File: src/rtl/lmfc_phase_gen.sv
`timescale 1ns/1ps
module lmfc_phase_gen #(
  parameter int CNT_W = 8
) (
  input  logic             clk,
  input  logic             rst_n,
  input  logic             sysref_in,
  input  logic [CNT_W-1:0] phase_ofs,
  input  logic [CNT_W-1:0] mf_len_m1,
  input  logic             realign_all,
  output logic [CNT_W-1:0] lmfc_cnt,
  output logic             lmfc_tick
);
  localparam int LEN_W = CNT_W + 1;
  localparam int REM_W = 2 * CNT_W + 1;

  logic [2:0]       sr_pipe;
  logic             run, locked;
  logic [CNT_W-1:0] cnt, ofs_mod;
  logic [LEN_W-1:0] len;
  logic             sr_rise, reload, at_end;

  assign len     = {1'b0, mf_len_m1} + LEN_W'(1);
  assign sr_rise = sr_pipe[1] & ~sr_pipe[2];
  assign reload  = sr_rise & (realign_all | ~locked);
  assign at_end  = (cnt >= mf_len_m1);

  always_comb begin
    logic [REM_W-1:0] rem, dv;
    rem = {{(CNT_W+1){1'b0}}, phase_ofs};
    dv  = '0;
    for (int i = CNT_W - 1; i >= 0; i--) begin
      dv = {{CNT_W{1'b0}}, len} << i;
      if (rem >= dv) rem = rem - dv;
    end
    ofs_mod = rem[CNT_W-1:0];
  end

  always_ff @(posedge clk) begin
    if (!rst_n) begin
      sr_pipe <= '0;
      run     <= 1'b0;
      locked  <= 1'b0;
      cnt     <= '0;
    end else begin
      sr_pipe <= {sr_pipe[1:0], sysref_in};
      run     <= 1'b1;
      if (reload) begin
        cnt    <= ofs_mod;
        locked <= 1'b1;
      end else if (run) begin
        cnt <= at_end ? '0 : cnt + CNT_W'(1);
      end
    end
  end

  assign lmfc_cnt  = cnt;
  assign lmfc_tick = run & (cnt == '0);

  a_r5_ofs_in_range: assert property (@(posedge clk) disable iff (!rst_n)
    ofs_mod <= mf_len_m1);

  a_r4_reload_value: assert property (@(posedge clk) disable iff (!rst_n)
    reload |=> lmfc_cnt == $past(ofs_mod));

  a_r2_step: assert property (@(posedge clk) disable iff (!rst_n)
    run && !reload && cnt < mf_len_m1 |=> lmfc_cnt == $past(cnt) + CNT_W'(1));

  a_r2_wrap: assert property (@(posedge clk) disable iff (!rst_n)
    run && !reload && cnt == mf_len_m1 |=> lmfc_cnt == '0);

  a_r3_single_tick: assert property (@(posedge clk) disable iff (!rst_n)
    lmfc_tick && !reload && mf_len_m1 != '0 && $stable(mf_len_m1) |=> !lmfc_tick);

  a_r6_lock_kept: assert property (@(posedge clk) disable iff (!rst_n)
    locked |=> locked);

  a_r6_no_realign: assert property (@(posedge clk) disable iff (!rst_n)
    locked && !realign_all && run && cnt < mf_len_m1 |=> lmfc_cnt == $past(cnt) + CNT_W'(1));
endmodule

File: config.mk
export PLATFORM = sky130hd
export DESIGN_NAME = lmfc_phase_gen
export DESIGN_NICKNAME = d
export VERILOG_FILES = /design/src/rtl/lmfc_phase_gen.sv
export SDC_FILE = /design/constraint.sdc
export NUM_CORES = 1
export LEC_CHECK = 0
export ABC_AREA = 0
export BUFFER_PORTS_ARGS = -buffer_cell sky130_fd_sc_hd__buf_2
export CORE_UTILIZATION = 59
export CTS_BUF_LIST = sky130_fd_sc_hd__clkbuf_8
export CTS_CLUSTER_DIAMETER = 50
export DETAILED_ROUTE_END_ITERATION = 8
export PLACE_DENSITY = 0.8
export SLEW_MARGIN = 20
export SYNTH_ARGS = -nofsm -noshare
export SYNTH_HDL_FRONTEND = slang
export SYNTH_SLANG_ARGS = --single-unit
File: constraint.sdc
create_clock -name clk -period 23 [get_ports clk]
set_input_delay 2.3 -clock clk [delete_from_list [all_inputs] [get_ports clk]]
set_output_delay 2.3 -clock clk [all_outputs]
set_load 0.05 [all_outputs]
Yosys cells after proc, flatten, opt, wreduce, memory -nomap -nowiden. Index checks and enable logic that the tools add are counted.

Bits in latches: 0. Bits of input ports: 20. Bits in read-only memories: 0. Memories kept: 0. Output and inout bits: 9. Register bits after elaboration: 13. Logic and storage cells: 43. Memory bits (writable): 0.

Multipliers: 0. Shift operators: 0. Order comparisons: 9. Muxes and demuxes: 12. Add/subtract/negate cells: 10. Reductions and logical operators: 2. Divide/modulo/power cells: 0. Bitwise logic cells: 6. Equal/unequal tests: 0.

Operators with widths (count): two-way mux 17 bit (7); two-way mux 8 bit (4); >= comparator 17 x 10 -> 1 bit (1); >= comparator 17 x 11 -> 1 bit (1); >= comparator 17 x 12 -> 1 bit (1); >= comparator 17 x 13 -> 1 bit (1); >= comparator 17 x 14 -> 1 bit (1); >= comparator 17 x 15 -> 1 bit (1); >= comparator 17 x 9 -> 1 bit (1); subtractor 17 x 10 -> 17 bit (1); subtractor 17 x 11 -> 17 bit (1); subtractor 17 x 12 -> 17 bit (1); subtractor 17 x 13 -> 17 bit (1); subtractor 17 x 14 -> 17 bit (1); subtractor 17 x 15 -> 17 bit (1); subtractor 8 x 16 -> 17 bit (1); >= comparator 8 x 16 -> 1 bit (1); adder 8 x 1 -> 9 bit, second input constant (1); adder 8 x 1 -> 8 bit, second input constant (1); >= comparator 8 bit (1); zero test 8 bit (1); subtractor 8 bit (1); bitwise AND 1 bit (3); NOT 1 bit (2); other kinds (3) (3).

Longest topological paths before layout.
Word-level depth: 18. Gate-level depth with buffers: 99. Depth with buffers taken out: 90.

Least setup slack after synthesis. Ideal clock, no wire load.

Kind: input to register. Start point: input mf_len_m1[0]. End point: register cnt[0], in the netlist lmfc_cnt[0]. Library setup time: 117 ps. Path buffers: 9. Data required time: 22883 ps. Slack: 820 ps. Arrival time: 22063 ps. Stages on the path: 95. Cells stage by stage: ha_1 inv_1 ha_1 a41oi_1 o21bai_1 nor2_1 mux2i_1 ha_1 nor2b_1 o21bai_1 a21oi_2 nor3_1 nand2_1 nor2_1 a21oi_1 fa_1 a21oi_1 o211a_1 [59 not listed] or4_4 or2_1 buf_2 buf_6 o21a_1 ha_1 a21o_1 a21o_1 a21o_1 a21o_1 a21o_1 a21o_1 a21o_1 a211oi_1 o311ai_0 a211oi_4 nand3_1 a32o_1.

Longest elaborated chain between the ends: 18. Elaborated cells between the ends (all ways): 29. Those cells by class: 9 x add/sub; 9 x order compare; 11 x mux.

Ends and longest elaborated chain: start, declared (line 9) `input logic [CNT_W-1:0] mf_len_m1,`; adder 8 x 1 -> 9 bit (line 23) `assign len = {1'b0, mf_len_m1} + LEN_W'(1);`; subtractor 8 x 16 -> 17 bit / >= comparator 8 x 16 -> 1 bit (equally long branches) (line 34) `if (rem >= dv) rem = rem - dv;`; two-way mux 17 bit (line 34); subtractor 17 x 15 -> 17 bit / >= comparator 17 x 15 -> 1 bit (equally long branches) (line 34); two-way mux 17 bit (line 34); subtractor 17 x 14 -> 17 bit / >= comparator 17 x 14 -> 1 bit (equally long branches) (line 34); two-way mux 17 bit (line 34); subtractor 17 x 13 -> 17 bit / >= comparator 17 x 13 -> 1 bit (equally long branches) (line 34); [2 not listed]; two-way mux 17 bit (line 34); subtractor 17 x 11 -> 17 bit / >= comparator 17 x 11 -> 1 bit (equally long branches) (line 34); two-way mux 17 bit (line 34); subtractor 17 x 10 -> 17 bit / >= comparator 17 x 10 -> 1 bit (equally long branches) (line 34); two-way mux 17 bit (line 34); >= comparator 17 x 9 -> 1 bit / subtractor 8 bit (equally long branches) (line 34); two-way mux 8 bit (line 34); two-way mux 8 bit (*) (line 48) `if (reload) begin`; end signal, assigned (line 49) `cnt <= ofs_mod;`; end signal, assigned (line 52) `cnt <= at_end ? '0 : cnt + CNT_W'(1);`; end, declared (line 19) `logic [CNT_W-1:0] cnt, ofs_mod;`.

Every way passes the cells marked *; elsewhere a longest branch is shown, timed or not. The select of a mux whose other input is x is not followed. A chain may end at the register's enable or synchronous reset.

Worst setup path in the final report.
Start point: input mf_len_m1[0]. End point: register cnt[5], in the netlist lmfc_cnt[5].

Same word-level chain as after synthesis.

==> out/metrics.cfg <==
[route]
viasPerCell = 6.59
ant_nets = 0
drtIter0Drc = 410
drc_errors = 0
dr_total_vias = 6174
wl_per_cell_um = 18.9
wl_mm = 17.7
dr.pass1.iters = 5

[synth]
synth_top_flop_cell = dfxtp_1
synth_most_common_cell = ha_1
yosysWarnings = 0
syn-cell-area_sq_um = 5720
yosysSeqAreaShare_pct = 4.55
yosysTopAreaCell = ha_1
synth_area_leaders = ha_1 (17%), a21o_1 (5.4%), o21ai_0 (4.8%), dfxtp_1 (4.6%), nand2_1 (4.5%)
synth_area_per_cell_sq_um = 7.33
synth_common_cells = ha_1 (76), nand2_1 (69), nor2_1 (55), o21ai_0 (55), inv_1 (47)
syn-num-nets = 883
synth_edf_count = 0
async_flop_share_pct = 0
synth_cells = 780
ys_ff_latch = 13
synth_top_area_share_pct = 16.6
ys_types = 87

[clocking]
clockRootBuffer = clkbuf_8
htreeDepth = 1
cts_buffers = 3
cts_hold_buffers = 0
cts_sinks = 13
clk_pin_slew_ps = 50
cts_tree = done
insertion_delay_ps = 250
cts_buffer_depth = 2

[sta]
max_freq_mhz = 46.9
worst_slew_margin_rel_pct = 38.9
clock_skew_ps = 0.470
tightest_slew_ps = 894
finalSetupViolations = 0
rsz0062_at_grt = false
fin_tns_setup_ps = 0
slew_viol_final = 0
min_period_ps = 21310
fin_crit_sh_pct = 92.7
finalHoldViolations = 0

[global_route]
grt_max_degree = 18
grt_overflow_total = 0
grt_util_all_layers_pct = 35.6
grt_pass1_wl_mm = 28.7
first_global_vias = 5849
antenna_found_initial = 0

[critical_path]
arrival_ps = 21430
worst-path-stages = 89
cpLargestDelayFamily = compound AO/OA/AOI/OAI gates
reg2reg_depth = 17
path_common_cell = a21o_1
startpoint_type = input pin
path_max_fanout = 12
critical-path-max-stage-delay_ps = 500
cp.required_ps = 23110
worst-setup-path-type = in2reg
critPathBufInv = 6
critPathCaptureType = register
cp_slowest_cell = or3b_1

[layout]
diodes = 0
nNetsFinal = 912
drive_above_1_share_pct = 12.0
area_growth_pct = 6.85
finalNonFillerCells = 937

[outcome]
outcome = complete, no violations

[min_path]
hp-class = reg2reg
min_path_cells = 1

[die]
rows = 35
dieArea_sq_um = 10100
start_util_pct = 61.3
fp.dieW_um = 100
core_sq_um = 9330
die_h_um = 100
ioPinCount = 29

[place]
io_buffers = 28
dpl.cell_count = 931
hpwl_mm = 14.4
gp_congestion = 1.01

[flow_run]
drv_cap = 0

[placed cells by master (no fill, tap or decap), types with 6 or more instances in the layout]
cell      instances
a21oi_1          44
o21a_1           15
nor2_1           54
mux2_2            9
o21ai_1           6
fa_1              7
a21boi_0          6
a211oi_1          8
nand4_1          13
a21o_1           41
and3_1           11
nor3_1           18
o211ai_1         10
nand2b_1         16
or3_1             9
a31oi_1           7
and2_1            9
dfxtp_1          13
nand3_1          24
xnor2_1          29
o21bai_1          6
o21ai_0          52
buf_4            15
ha_1             75
nand2_1          69
nor2b_1          15
inv_1            48
mux2i_1           9
nor4_1           10
buf_2            28
xor2_1           20
[metrics by stage]
step | cell area, sq um | worst slack (ps) | utilization, % | hold WS [ps]
2_1_floorplan | 5720 | 820 | - | 412
3_3_place_gp | 6010 | 1290 | 64.4 | 423
3_5_place_dp | 6010 | 484 | 64.4 | 434
4_1_cts | 6060 | 639 | 64.9 | 456
5_1_grt | 6110 | 0.631 | 65.5 | 462
6_report | 6110 | 1690 | 65.5 | 448
[final timing paths]
check               startpoint           to  slack [ps]
setup / recovery  mf_len_m1[0]  lmfc_cnt[5]        1690
hold / removal      sr_pipe[1]   sr_pipe[2]         450
setup reg to reg   lmfc_cnt[0]  lmfc_cnt[3]       19900
hold reg to reg     sr_pipe[1]   sr_pipe[2]         450
[layout make-up]
cell class                 instances  area, sq um
multi-input combinational        701         5210
fill                             830         3220
timing repair buffer              43          253
clock inverter                     1         3.75
sequential                        13          260
inverter                          47          176
clock buffer                       3         41.3
tap                              129          161
[per-layer routing]
layer | global-route usage (%) | up-vias | routed length, um
li1 | - | 2989 | -
met1 | 47.0 | 2835 | 7540
met2 | 58.3 | 282 | 7770
met3 | 3.27 | 68 | 1440
met4 | 17.2 | 0 | 908
met5 | 0 | - | 0
[cells by family (layout without fill, tap and decap cells)]
group | count (synthesis) | after routing | share of synthesized area [%]
buffers and inverters | 66 | 94 | 4.90
AO/OA/AOI/OAI | 267 | 267 | 33.2
flip-flops | 13 | 13 | 4.55
adder cells (fa/ha/maj) | 83 | 83 | 19.1
multiplexers | 22 | 22 | 4.44
XOR/XNOR | 51 | 51 | 8.08
AND/OR/NAND/NOR | 278 | 278 | 25.7
[sequential cells by signal, summed over array words and instances (netlist names)]
signal	flops
sr_pipe	3
run	1
locked	1
lmfc_cnt	8
[timing repair]
action	CTS	global route
endpoints found under the setup margin	0	8
setup buffers	0	2
resized for setup	0	14
hold endpoints to repair	0	0
Power is left out: the tool's default activity adds up to more than one toggle a clock period on the data nets, which glitch-free logic cannot reach.
